## config.mk

```make
export PLATFORM = sky130hd
export DESIGN_NAME = scan_decimator
export DESIGN_NICKNAME = d
export VERILOG_FILES = /design/src/rtl/scan_decimator.sv
export SDC_FILE = /design/constraint.sdc
export NUM_CORES = 1
export LEC_CHECK = 0
export BUFFER_PORTS_ARGS = -buffer_cell sky130_fd_sc_hd__buf_2
export CORE_UTILIZATION = 64
export CTS_BUF_LIST = sky130_fd_sc_hd__clkbuf_8
export DETAILED_ROUTE_END_ITERATION = 8
export GPL_TIMING_DRIVEN = 0
export PLACE_DENSITY = 0.95
export SLEW_MARGIN = 20
export SYNTH_ARGS = -nofsm -noshare
export SYNTH_HDL_FRONTEND = slang
export SYNTH_SLANG_ARGS = --single-unit
export TNS_END_PERCENT = 1
```

## constraint.sdc

```tcl
create_clock -name clk -period 5.7 [get_ports clk]
set_input_delay 1.14 -clock clk [delete_from_list [all_inputs] [get_ports clk]]
set_output_delay 1.14 -clock clk [all_outputs]
set_load 0.01 [all_outputs]
```

## src/rtl/scan_decimator.sv

```systemverilog
module scan_decimator #(
  parameter int SCAN_W = 5,
  parameter int SKIP_W = 6
) (
  input  logic              clk,
  input  logic              rst_n,
  input  logic              clear,
  input  logic              hi_res,
  input  logic [SCAN_W-1:0] scan_len,
  input  logic [SKIP_W-1:0] skip_scans,
  input  logic              in_valid,
  input  logic [15:0]       in_data,
  output logic              in_ready,
  output logic              out_valid,
  output logic [15:0]       out_data,
  input  logic              out_ready
);
  localparam int POS_W = SCAN_W + SKIP_W + 1;

  logic [POS_W-1:0] pos, pos_inc, chunk_len;
  logic             keep, out_free, take;
  logic [15:0]      conv;

  assign chunk_len = POS_W'(scan_len) * (POS_W'(skip_scans) + POS_W'(1));
  assign pos_inc   = pos + POS_W'(1);
  assign keep      = pos < POS_W'(scan_len);
  assign out_free  = !out_valid || out_ready;
  assign in_ready  = !clear && (!keep || out_free);
  assign take      = in_valid && in_ready;
  assign conv      = hi_res ? (in_data ^ 16'h8000)
                            : ({4'h0, in_data[15:4]} ^ 16'h0800);

  always_ff @(posedge clk or negedge rst_n) begin
    if (!rst_n) begin
      pos <= '0;
    end else if (clear) begin
      pos <= '0;
    end else if (take) begin
      pos <= (pos_inc >= chunk_len) ? '0 : pos_inc;
    end
  end

  always_ff @(posedge clk or negedge rst_n) begin
    if (!rst_n) begin
      out_valid <= 1'b0;
      out_data  <= '0;
    end else if (out_free) begin
      out_valid <= take && keep;
      if (take && keep) out_data <= conv;
    end
  end
endmodule


```

==> reports/metrics.yaml <==
floorplan:
  die_y_microns: 70.5
  floorplan.rows: 24
  io_pins: 51
  fp.coreArea_sq_um: 4440
  initial_utilization_pct: 67.7
  chip_width_microns: 70.5
  die-area_sq_um: 4980
worst_setup_path:
  rrSetupSlack_ns: 2.29
  critical_path_required_ns: 5.92
  crit_arrival_ns: 5.94
  worst-path-max-fanout: 7
  rr_startpoint: "pos[0]"
  criticalPathCategory: "primary input to register"
  nature_of_the_critical_path_startpoint: "primary input"
  reg2regPathDepth: 12
  rr_endpoint: "pos[6]"
  endpoint_kind: "register"
status:
  violations_in_the_final_reports: "negative setup slack"
  outcome: "finished, violations left"
global_routing:
  initial_antenna_violation_count: 0
  grt_start_max_net_pins: 30
  grt_pass1_wl_microns: 13000
  grt_pass1_vias: 2817
  globalRoute.totalOverflow: 0
  grt.total_usage_pct: 34.1
clock_network:
  cts-hold-fix-buffers: 0
  clkSlewWorstSetupHoldPaths_ns: 0.07
  clock_sink_count: 29
  cts.path.max_buffers: 2
  clock_insertion_delay_at_the_later_pin_of_the_skew_report_ns: 0.29
  tritoncts_clock_tree: "built"
  htreeDepth: 2
  root_buffer_selected_by_cts: "clkbuf_8"
  numCtsBuffers: 5
yosys:
  synth_area_leader_cell: "dfrtp_1"
  ys_seq_area_share_pct: 24.1
  netlist_instances: 336
  yosysWarningCount: 0
  synth_fp_nets: 422
  async_set_or_reset_flop_fraction_in_the_synthesized_netlist_pct: 100
  synth_flop_cell: "dfrtp_1"
  syn_area_sq_um: 3010
  yosysMostFrequentCell: "ha_1"
  synth-edff-count: 0
  synth.lib_cells_used.distinct: 49
  cell_types_with_the_highest_counts_after_synthesis: "ha_1 (38), inv_1 (35), nor2_1 (33)"
  synth_top_cells_by_area: "dfrtp_1 (24%), ha_1 (16%), fa_1 (10%), inv_1 (4.4%), nor2_1 (4.1%)"
  postSynthAreaPerCell_sq_um: 8.95
  synth_largest_type_area_fraction_pct: 24.1
  synth-seq-cells: 29
sta:
  relSlewSlack_pct: 56.6
  setup_repair_after_global_routing_missed_its_margin: "true"
  tightestPinTransition_ns: 0.652
  worst_clock_skew_ns: 0.00790
  timing.final.setup_violations: 1
  slew_viol_final: 0
  totalNegativeSetupSlack_ns: -0.0140
  finalHoldViolations: 0
  fin_ws_ns: -0.0140
  layout_worst_path_cycle_share_pct: 100
  final.hold.worst_slack_ns: 0.523
  fmaxAchievable_ghz: 0.175
  final.min_clock_period_ns: 5.71
min_path:
  worst_hold_startpoint: "out_data[9]"
  worstHoldPathType: "register to register"
  worst_min_delay_path_endpoint: "out_data[9]"
  worstHoldPathCells: 2
routing:
  final_wirelength_microns: 9180
  drt-initial-drc-count: 263
  final_antenna_net_count: 0
  drt-pass1-iter-count: 5
  routed_via_density: 6.46
  vias: 2957
  post-route-drc-count: 0
  wl_per_cell_microns: 20.0
pwr:
  power-per-cell-area_nw_per_um2: 239
  p_leak_nw: 1.87
  worst_ir_drop_vdd_v: 0.000248
layout:
  num-nets-final: 491
  num_antenna_cells: 0
  fillerInstances: 207
  share_of_layout_cells_above_drive_strength_1_pct: 29.3
  syn_to_final_growth_pct: 25.9
placed_design:
  portBuffers: 49
  dp.final_hpwl_microns: 5680
  finalWeightedCongestion: 0.920
job:
  cap_viol_max_count: 0
[cells in the final DEF (no fill, tap or decap), types with 2 or more instances in the layout]
cell,count
mux2i_1,11
nor2b_1,4
nor3b_2,2
clkbuf_1,3
clkinv_2,2
ha_1,33
nor2b_4,2
buf_6,5
inv_1,34
buf_4,14
a32o_1,6
nor2_2,2
nand2_1,24
nand2b_1,4
or2_1,2
a21oi_2,6
nor2_1,30
and2_1,10
fa_1,15
a21o_1,4
buf_2,48
nand3_4,3
nand3_1,9
o21ai_1,6
xnor2_1,11
xor2_1,9
dfrtp_1,29
and3_1,2
o21ai_0,3
o21bai_1,3
nor3_1,5
xor2_4,3
o21ai_2,4
nor4_1,2
clkbuf_8,5
a21oi_1,15
ha_4,4
o21a_1,3
[worst max-delay path by stage]
stage	startpoint	end	slack, ns	cells past startpoint
after floorplan	skip_scans[0]	pos[9]	0.0004	21
after global placement	skip_scans[0]	pos[6]	-0.57	22
after detailed placement	skip_scans[0]	pos[9]	-0.80	22
after CTS	skip_scans[1]	pos[9]	0.0005	22
after global routing	skip_scans[1]	pos[6]	-0.21	22
final	skip_scans[0]	pos[6]	-0.01	23
[per-layer routing]
layer	GRT usage, %	part of all wire (%)
met5	0	0
met4	18.0	6.3
met3	6.84	6.6
met2	59.4	52
met1	39.9	35
[where the power goes]
| part | switching, mW | internal [mW] | leakage [nW] |
|---|---|---|---|
| registers | 0.0168 | 0.230 | 0.363 |
| clock network | 0.0852 | 0.0840 | 0.0439 |
| logic | 0.268 | 0.221 | 1.46 |
[what timing repair did]
action / 4_1_cts / 5_1_grt
gates resized for setup: 20 / 38
pin swaps: 11 / 34
buffers inserted: 5 / 8
setup endpoints to repair: 12 / 12
gates cloned: 0 / 0
[layout make-up]
type,instances,area [sq um],area share (%)
clock buffer,5,68.8,1.82
tap,52,65.1,1.72
multi-input combinational,262,2330,61.5
inverter,35,131,3.47
buffer,10,70.1,1.85
sequential,29,726,19.2
timing repair buffer,62,378,9.98
clock inverter,3,17.5,0.463
[state kept, by name, indices dropped and copies added, names as in the netlist]
register   count
out_data      16
out_valid      1
pos           12
[cell families after synthesis]
logic type	synth area share, %
xor+xnor	6.99
simple gates	18.4
compound gates	14.4
flops	24.1
mux	3.66
fa+ha+maj	25.8
buf+inv	6.62
[worst max-delay path, stage by stage]
cell,delay [ns]
buf_12,0.08
buf_4,0.14
nand3_4,0.13
xor2_4,0.22
nor2_2,0.13
fa_1,0.45
fa_1,0.54
inv_1,0.07
fa_1,0.53
inv_1,0.07
ha_4,0.26
o21ai_2,0.06
nand2b_1,0.10
a31oi_2,0.29
nor2b_4,0.20
xor2_1,0.07
ha_1,0.18
a21o_1,0.17
a21o_1,0.18
a211oi_4,0.30
o211ai_4,0.18
or3_1,0.37
nand3_1,0.08
[metrics by stage]
step                      power (mW)  instance area (sq um)  util (%)  setup slack [ns]  cells
after global routing           0.954                   3790      85.2            -0.212    458
after CTS                      0.814                   3570      80.3          0.000467    450
after detailed placement       0.613                   3320      74.7            -0.797    437
after floorplan                0.504                   3010         -          0.000423    336
after global placement         0.590                   3320      74.7            -0.574    437
final                          0.905                   3790      85.2           -0.0140    458
Power figures use the tool's default switching activity.
